==> src/rtl/prbs_mon_pkg.sv <==
package prbs_mon_pkg;
  typedef enum logic [1:0] {
    MODE_CLR_A = 2'd0,
    MODE_CLR_B = 2'd1,
    MODE_RUN   = 2'd2,
    MODE_HOLD  = 2'd3
  } mode_e;

  typedef enum logic [1:0] {
    SRC_CONV = 2'd0,
    SRC_EQ   = 2'd1,
    SRC_NONE = 2'd2,
    SRC_BIST = 2'd3
  } src_e;
endpackage

==> src/rtl/prbs_src_mux.sv <==
module prbs_src_mux
  import prbs_mon_pkg::*;
#(
  parameter int LANES = 16
) (
  input  logic             clk_i,
  input  logic             rst_ni,
  input  logic [1:0]       sel_i,
  input  logic [LANES-1:0] conv_i,
  input  logic [LANES-1:0] eq_i,
  input  logic [LANES-1:0] bist_i,
  output logic [LANES-1:0] word_o
);
  logic [LANES-1:0] pick;

  always_comb begin
    unique case (src_e'(sel_i))
      SRC_CONV: pick = conv_i;
      SRC_EQ:   pick = eq_i;
      SRC_BIST: pick = bist_i;
      default:  pick = '0;
    endcase
  end

  always_ff @(posedge clk_i or negedge rst_ni) begin
    if (!rst_ni) word_o <= '0;
    else         word_o <= pick;
  end
endmodule

==> src/rtl/prbs_lane_check.sv <==
module prbs_lane_check #(
  parameter int LANES  = 16,
  parameter int POLY_W = 32,
  parameter int ERR_W  = $clog2(LANES + 1)
) (
  input  logic              clk_i,
  input  logic              rst_ni,
  input  logic [LANES-1:0]  word_i,
  input  logic [POLY_W-1:0] mask_i,
  output logic [ERR_W-1:0]  err_cnt_o
);
  localparam int EXT_W = POLY_W + LANES;

  logic [POLY_W-1:0] hist_q;
  logic [EXT_W-1:0]  ext;
  logic [LANES-1:0]  miss;

  // ext[POLY_W-1] is the newest history bit, ext[POLY_W] the oldest new bit
  assign ext = {word_i, hist_q};

  for (genvar j = 0; j < LANES; j++) begin : g_lane
    logic pred;
    always_comb begin
      pred = 1'b0;
      for (int k = 0; k < POLY_W; k++) begin
        if (mask_i[k]) pred = pred ^ ext[POLY_W + j - (k + 1)];
      end
    end
    assign miss[j] = pred ^ ext[POLY_W + j];
  end

  always_comb begin
    err_cnt_o = '0;
    for (int j = 0; j < LANES; j++) err_cnt_o = err_cnt_o + ERR_W'(miss[j]);
  end

  always_ff @(posedge clk_i or negedge rst_ni) begin
    if (!rst_ni) hist_q <= '0;
    else         hist_q <= ext[EXT_W-1 -: POLY_W];
  end
endmodule

==> src/rtl/prbs_sat_cnt.sv <==
module prbs_sat_cnt #(
  parameter int CNT_W = 64,
  parameter int INC_W = 5
) (
  input  logic             clk_i,
  input  logic             rst_ni,
  input  logic             clr_i,
  input  logic             en_i,
  input  logic [INC_W-1:0] inc_i,
  output logic [CNT_W-1:0] cnt_o
);
  logic [CNT_W:0] sum;

  assign sum = {1'b0, cnt_o} + (CNT_W + 1)'(inc_i);

  always_ff @(posedge clk_i or negedge rst_ni) begin
    if (!rst_ni)    cnt_o <= '0;
    else if (clr_i) cnt_o <= '0;
    else if (en_i)  cnt_o <= sum[CNT_W] ? {CNT_W{1'b1}} : sum[CNT_W-1:0];
  end
endmodule

==> src/rtl/prbs_monitor.sv <==
module prbs_monitor
  import prbs_mon_pkg::*;
#(
  parameter int LANES  = 16,
  parameter int POLY_W = 32,
  parameter int CNT_W  = 64,
  localparam int HALF_W = CNT_W / 2
) (
  input  logic              clk_i,
  input  logic              rst_ni,
  input  logic [LANES-1:0]  conv_data_i,
  input  logic [LANES-1:0]  eq_data_i,
  input  logic [LANES-1:0]  bist_data_i,
  input  logic [1:0]        src_sel_i,
  input  logic [POLY_W-1:0] poly_mask_i,
  input  logic [1:0]        mode_i,
  output logic [HALF_W-1:0] err_hi_o,
  output logic [HALF_W-1:0] err_lo_o,
  output logic [HALF_W-1:0] tot_hi_o,
  output logic [HALF_W-1:0] tot_lo_o
);
  localparam int INC_W = $clog2(LANES + 1);

  logic [LANES-1:0] word_q;
  logic [INC_W-1:0] err_inc;
  logic [CNT_W-1:0] err_cnt, tot_cnt;
  logic             run, clr;

  assign run = mode_e'(mode_i) == MODE_RUN;
  assign clr = !mode_i[1];

  prbs_src_mux #(.LANES(LANES)) u_mux (
    .clk_i  (clk_i),
    .rst_ni (rst_ni),
    .sel_i  (src_sel_i),
    .conv_i (conv_data_i),
    .eq_i   (eq_data_i),
    .bist_i (bist_data_i),
    .word_o (word_q)
  );

  prbs_lane_check #(.LANES(LANES), .POLY_W(POLY_W), .ERR_W(INC_W)) u_chk (
    .clk_i     (clk_i),
    .rst_ni    (rst_ni),
    .word_i    (word_q),
    .mask_i    (poly_mask_i),
    .err_cnt_o (err_inc)
  );

  prbs_sat_cnt #(.CNT_W(CNT_W), .INC_W(INC_W)) u_err_cnt (
    .clk_i  (clk_i),
    .rst_ni (rst_ni),
    .clr_i  (clr),
    .en_i   (run),
    .inc_i  (err_inc),
    .cnt_o  (err_cnt)
  );

  prbs_sat_cnt #(.CNT_W(CNT_W), .INC_W(INC_W)) u_tot_cnt (
    .clk_i  (clk_i),
    .rst_ni (rst_ni),
    .clr_i  (clr),
    .en_i   (run),
    .inc_i  (INC_W'(LANES)),
    .cnt_o  (tot_cnt)
  );

  assign err_hi_o = err_cnt[CNT_W-1 -: HALF_W];
  assign err_lo_o = err_cnt[HALF_W-1:0];
  assign tot_hi_o = tot_cnt[CNT_W-1 -: HALF_W];
  assign tot_lo_o = tot_cnt[HALF_W-1:0];
endmodule

==> config.mk <==
export PLATFORM = sky130hd
export DESIGN_NAME = prbs_monitor
export DESIGN_NICKNAME = d
export VERILOG_FILES = /design/src/rtl/prbs_mon_pkg.sv /design/src/rtl/prbs_src_mux.sv /design/src/rtl/prbs_lane_check.sv /design/src/rtl/prbs_sat_cnt.sv /design/src/rtl/prbs_monitor.sv
export SDC_FILE = /design/constraint.sdc
export NUM_CORES = 1
export LEC_CHECK = 0
export BUFFER_PORTS_ARGS = -buffer_cell sky130_fd_sc_hd__clkbuf_2
export CAP_MARGIN = 40
export CORE_MARGIN = 2
export CORE_UTILIZATION = 30
export CTS_CLUSTER_SIZE = 10
export DETAILED_ROUTE_END_ITERATION = 8
export SLEW_MARGIN = 10
export SYNTH_ARGS = -nofsm -noshare
export SYNTH_HDL_FRONTEND = slang
export SYNTH_SLANG_ARGS = --single-unit
==> constraint.sdc <==
create_clock -name clk_i -period 13.8 [get_ports clk_i]
set_clock_uncertainty 0.2 [all_clocks]
set_input_delay 2.07 -clock clk_i [delete_from_list [all_inputs] [get_ports clk_i]]
set_output_delay 2.07 -clock clk_i [all_outputs]
set_load 0.02 [all_outputs]
# Word-level counts from Yosys, hierarchy flattened
# Cells that the tools add are included.
[word_totals]
regBits = 176
inputBits = 86
output_inout_bits = 128
elab_cells = 1057
[classes]
addsub = 17
eq_ne = 4
n_mux = 519
n_bitwise = 512
reduce_logical = 1
[op_table]
columns = ["cell", "n"]
rows = [
  ["1-bit two-way mux", 512],
  ["1-bit XOR", 512],
  ["64-bit two-way mux", 6],
  ["5-bit by 1-bit adder with 5-bit output", 14],
  ["64-bit by 5-bit adder with 65-bit output", 1],
  ["64-bit by 5-bit adder with 65-bit output, second input constant", 1],
  ["16-bit one-hot mux with 3 select lines", 1],
  ["2-bit equality test, second input constant", 2],
  ["1-bit by 1-bit adder with 2-bit output", 1],
  ["2-bit by 1-bit equality test with 1-bit output, second input constant", 1],
  ["2-bit zero test", 1],
  ["2-bit by 1-bit != test with 1-bit output, second input constant", 1],
]

# Depth between registers and ports, before layout
[logic_depth]
depth_word = 83
ltp_mapped = 27
depth_no_buf = 23

# Cells and area by module
# Synthesis repeated with hierarchy kept, for this count alone.
[hier_totals]
cells_unflattened = 2167
hier_area_um2 = 17698.2
[modules_own_cells]
columns = ["module", "instances", "cells_per_inst", "area_per_inst_um2", "seq_area_each_um2"]
rows = [
  ["prbs_lane_check", 1, 1190, 8784.7, 800.8],
  ["prbs_sat_cnt", 2, 459, 4062.6, 1601.5],
  ["prbs_src_mux", 1, 55, 763.2, 400.4],
  ["prbs_monitor", 1, 4, 25.0, 0.0],
]

# Least setup slack after synthesis
# OpenSTA, ideal clock, no wires.
[synth_timing]
kind = "input port to flip-flop"
start = "input poly_mask_i[21]"
end = "register u_err_cnt.cnt_o[35]"
setup_ns = 0.123
t_arrival_ns = 9.017
t_required_ns = 13.477
slack_ns = 4.460
cell_stages = 25
path_buffers = 3
path_cell_list = "clkbuf_1 > clkbuf_1 > nand2_1 > xnor2_1 > xnor2_1 > xnor2_1 > xnor3_1 > xnor2_1 > ha_1 > fa_1 > fa_1 > fa_1 > inv_1 > fa_1 > fa_1 > fa_1 > xnor2_1 > ha_1 > nor2b_1 > o21a_1 > o21ai_1 > a211o_1 > clkbuf_1 > a21oi_1 > o221a_2"
[synth_between]
elab_chain_cells = 41
word_cells_on_any_way = 371
classes_between = "add/sub (16); mux (179); bitwise (176)"
[synth_lines]
columns = ["item", "line_no", "source"]
rows = [
  ["start: declaration", "prbs_monitor.sv:15", "input logic [POLY_W-1:0] poly_mask_i,"],
  ["1-bit two-way mux", "prbs_lane_check.sv:26", "if (mask_i[k]) pred = pred ^ ext[POLY_W + j - (k + 1)];"],
  ["1-bit XOR", "prbs_lane_check.sv:26", ""],
  ["1-bit two-way mux", "prbs_lane_check.sv:26", ""],
  ["1-bit XOR", "prbs_lane_check.sv:26", ""],
  ["1-bit two-way mux", "prbs_lane_check.sv:26", ""],
  ["1-bit XOR", "prbs_lane_check.sv:26", ""],
  ["1-bit two-way mux", "prbs_lane_check.sv:26", ""],
  ["1-bit XOR", "prbs_lane_check.sv:26", ""],
  ["(+12 left out)", "n/a", ""],
  ["1-bit two-way mux", "prbs_lane_check.sv:26", ""],
  ["1-bit XOR", "prbs_lane_check.sv:29", "assign miss[j] = pred ^ ext[POLY_W + j];"],
  ["1-bit by 1-bit adder with 2-bit output", "prbs_lane_check.sv:34", "for (int j = 0; j < LANES; j++) err_cnt_o = err_cnt_o + ERR_W'(miss[j]);"],
  ["5-bit by 1-bit adder with 5-bit output (13 in series)", "prbs_lane_check.sv:34", ""],
  ["5-bit by 1-bit adder with 5-bit output (*)", "prbs_lane_check.sv:34", ""],
  ["64-bit by 5-bit adder with 65-bit output (*)", "prbs_sat_cnt.sv:14", "assign sum = {1'b0, cnt_o} + (CNT_W + 1)'(inc_i);"],
  ["64-bit two-way mux (*) (2 in series)", "prbs_sat_cnt.sv:19", "else if (en_i) cnt_o <= sum[CNT_W] ? {CNT_W{1'b1}} : sum[CNT_W-1:0];"],
  ["64-bit two-way mux (*)", "prbs_sat_cnt.sv:18", "else if (clr_i) cnt_o <= '0;"],
  ["end signal: assignment", "prbs_sat_cnt.sv:19", ""],
  ["end: declaration", "prbs_sat_cnt.sv:10", "output logic [CNT_W-1:0] cnt_o"],
]
# Mark *: on every way between the ends. The rest lies on a longest branch, timed or not. The select of a mux whose other input is x is not followed.
# A chain may end at the register's enable or synchronous reset.

# Worst setup path after layout
[layout_timing]
start = "input poly_mask_i[19]"
end = "register u_err_cnt.cnt_o[37]"
[layout_between]
elab_chain_cells = 45
word_cells_on_any_way = 435
classes_between = "add/sub (16); mux (211); bitwise (208)"
[layout_lines]
columns = ["item", "line_no"]
rows = [
  ["1-bit two-way mux", "prbs_lane_check.sv:26"],
  ["1-bit XOR", "prbs_lane_check.sv:26"],
  ["1-bit two-way mux", "prbs_lane_check.sv:26"],
  ["1-bit XOR", "prbs_lane_check.sv:26"],
  ["1-bit two-way mux", "prbs_lane_check.sv:26"],
  ["1-bit XOR", "prbs_lane_check.sv:26"],
  ["1-bit two-way mux", "prbs_lane_check.sv:26"],
  ["1-bit XOR", "prbs_lane_check.sv:26"],
  ["(+16 left out)", "n/a"],
  ["1-bit two-way mux", "prbs_lane_check.sv:26"],
  ["1-bit XOR", "prbs_lane_check.sv:29"],
  ["1-bit by 1-bit adder with 2-bit output", "prbs_lane_check.sv:34"],
  ["5-bit by 1-bit adder with 5-bit output (13 in series)", "prbs_lane_check.sv:34"],
  ["5-bit by 1-bit adder with 5-bit output (*)", "prbs_lane_check.sv:34"],
  ["64-bit by 5-bit adder with 65-bit output (*)", "prbs_sat_cnt.sv:14"],
  ["64-bit two-way mux (*) (2 in series)", "prbs_sat_cnt.sv:19"],
  ["64-bit two-way mux (*)", "prbs_sat_cnt.sv:18"],
]
# Marked as above.

==> summary.txt <==
Final hold vios: 0
Critical-path cell list: clkbuf_2 > nand2_1 > xnor2_1 > xnor2_1 > xnor2_1 > xnor3_1 > xnor2_1 > ha_1 > fa_1 > fa_1 > fa_1 > inv_1 > fa_1 > fa_1 > fa_1 > nor2b_1 > o21a_1 > ha_1 > clkinv_1 > a2111oi_4 > nor2_1 > a221oi_1
Setup violations, final: 0
Die Footprint: 0.0566 mm^2
Final worst-path cycle share: 0.732
Antenna cells: 0
Hold-fix buffers at CTS: 0
Clk buf depth: 2
Fin nets: 2,257
Hold Crit Depth: 0
Cell mode on critical path: fa_1
Total grt overflow: 0
Worst r2r src: u_chk.hist_q[14]
Max Cap Violations: 0
Post-synth top cells: nand2_1 (569), xnor2_1 (342), dfrtp_1 (173)
Final ANT Viol Nets: 0
Mean area per synthesized cell: 7.93 um^2
Number of library cell types mapped by synthesis: 77
Die span in y: 238 um
Worst EP arrival: 10.26 ns
Yosys warning count: 0
CTS buffer count: 17
Hold Crit Start: u_mux.word_o[15]
Crit path max fanout: 16
Max incr delay on CP: 0.98 ns
Crit. End Element: register
Minimum clock period: 10.10 ns
H-tree Lvls: 4
Setup_tns: 0 ns
R2R Setup Slk: 4.82 ns
Clock sinks: 173
Global-route wire length before repair: 99,000 um
Synth Register Bits: 173
Outcome: completed
Max frequency: 99.0 MHz
CTS tree: yes
R2R depth: 21
Post-synthesis cell area: 0.0164 mm^2
CP delay by family, top: adder cells
Capture point of the worst reg-to-reg path: u_err_cnt.cnt_o[37]
Worst-Skew Late Latency: 0.46 ns
Syn_nets: 2,178
Initial DRT Pass Iterations: 5
Initial Util: 0.305
Vias per inst: 5.63
Crit Path Class: in -> reg
Hold Crit Class: reg -> reg
RSZ-0062 raised after global routing: false
Crit start category: input pin
Relative slew slack: 0.326
PostCTS Resize Cnt: 0
Area contributors post-synth: dfrtp_1 (26%), xnor2_1 (18%), nand2_1 (13%)
Routed length per instance: 22.8 um
Worst-Margin Slew: 1.01 ns
Drt initial violations: 1,787
Most area-hungry cell type in the Yosys netlist: dfrtp_1
Final Max Tran Viols: 0
Asr flop ratio synth: 1.00
Setup bufs post-CTS: 0
Buffers and inverters on the worst path: 3
Layout cells sized above 1: 0.162
RD Place Congestion: 0.909
HPWL after DPL: 42,700 um
Worst EP required: 13.96 ns
Sequential share of the synthesized area: 0.264
Post-synth EDFFs: 0
Hold path endpoint: u_chk.hist_q[31]
Site Rows: 85
Core ar.: 0.0539 mm^2
Cells after synthesis: 2,070
Total vias in the final route: 16.1k
Most frequent cell after synthesis: nand2_1
CTS clk-pin slew, worst paths: 0.08 ns
Main flop type after synthesis: dfrtp_1
Synth-to-Final Area Change: 12.6%
Post-route DRC: 0
DRT Wirelength: 65,300 um
Pin count of the biggest net entering global routing: 75
Die width: 238 um
Crit-path slowest cell: a2111oi_4
Number of I/O pins: 214
Tot GR Track Use: 0.229
Initial antenna violation count: 0
Yosys top cell area share: 0.264
Buffers on Ports: 213
Root Buffer: clkbuf_16
Vias in the first global route: 15.8k
[cell families (layout without fill, tap and decap cells)]
kind of cell | count (synthesis) | count (layout) | share of synthesized area
mux | 19 | 19 | 0.0128
compound gates | 284 | 284 | 0.131
simple gates | 851 | 851 | 0.237
fa+ha+maj | 22 | 22 | 0.0218
flops | 173 | 173 | 0.264
buf+inv | 221 | 313 | 0.0533
xor+xnor | 500 | 500 | 0.280
[area by class of cell]
class / count / area, um^2
fillers: 5604 / 35400
multi-input cells: 1676 / 11200
flip-flops and latches: 173 / 4330
repair buffers: 244 / 1360
well taps: 696 / 871
clock buffers: 20 / 437
inverters: 37 / 139
clock inverters: 12 / 133
[metrics by stage]
stage                     worst slack [ns]  hold WS (ns)  utilization  cell area (um^2)  std cells
final                                 3.70         0.196        0.343             18500       2858
after global routing                  3.24         0.215        0.343             18500       2858
after CTS                             3.78         0.200        0.343             18500       2858
after detailed placement              3.29         0.187        0.332             17900       2826
after global placement                3.49         0.180        0.331             17800       2821
after floorplan                       4.46         0.152            -             16400       2070
[cells in the final DEF (no fill, tap or decap), drive strengths merged, types with 9 or more instances in the layout]
cell type and n:
and3 31, o211a 14, a21o 9, o21ai 25
nand2 570, a21oi 74, a22o 16, and2 10
nor3 36, inv 42, mux2 16, dfrtp 173
nand4 40, clkbuf 233, xor2 142, a211oi 13
and4 18, nor4 23, a31oi 20, nor2 42
o221a 38, o21a 20, xnor3 16, xnor2 342
fa 11, buf 31, nand3 53, ha 11
[worst max path at each step]
stage                    start                  end  slack [ns]  cells after the start
2_1_floorplan  poly_mask_i[21]  u_err_cnt.cnt_o[35]        4.46                     25
3_3_place_gp    poly_mask_i[7]  u_err_cnt.cnt_o[15]        3.49                     22
3_5_place_dp   poly_mask_i[13]  u_err_cnt.cnt_o[37]        3.29                     22
4_1_cts        poly_mask_i[13]  u_err_cnt.cnt_o[15]        3.78                     22
5_1_grt        poly_mask_i[20]   u_err_cnt.cnt_o[5]        3.24                     22
6_report       poly_mask_i[19]  u_err_cnt.cnt_o[37]        3.70                     22
[layer usage]
layer,global-route usage,part of all wire,vias to the layer above
li1,-,-,7088
met1,0.290,0.39,7774
met2,0.359,0.45,1002
met3,0.0727,0.12,214
met4,0.0991,0.044,0
met5,0,0,-
[sequential cells by signal, summed over array words and instances, names as in the netlist]
name             count
u_err_cnt.cnt_o     64
u_tot_cnt.cnt_o     61
u_mux.word_o        16
u_chk.hist_q        32
[worst register-to-register path, cell delays in order, from the launching register on]
cell and delay (ns):
dfrtp_1 0.94, nand2_1 0.16, xor2_1 0.21, xnor2_1 0.21
xnor2_1 0.18, xnor3_1 0.37, xnor2_1 0.14, ha_1 0.30
fa_1 0.53, fa_1 0.58, fa_1 0.57, inv_1 0.06
fa_1 0.50, fa_1 0.46, fa_1 0.41, nor2b_1 0.13
o21a_1 0.12, ha_1 0.52, clkinv_1 0.46, a2111oi_4 0.99
nor2_1 0.45, a221oi_1 0.39
Power is not shown: default switching activity piles up to over one toggle a cycle in this logic, so the estimate is an artifact.
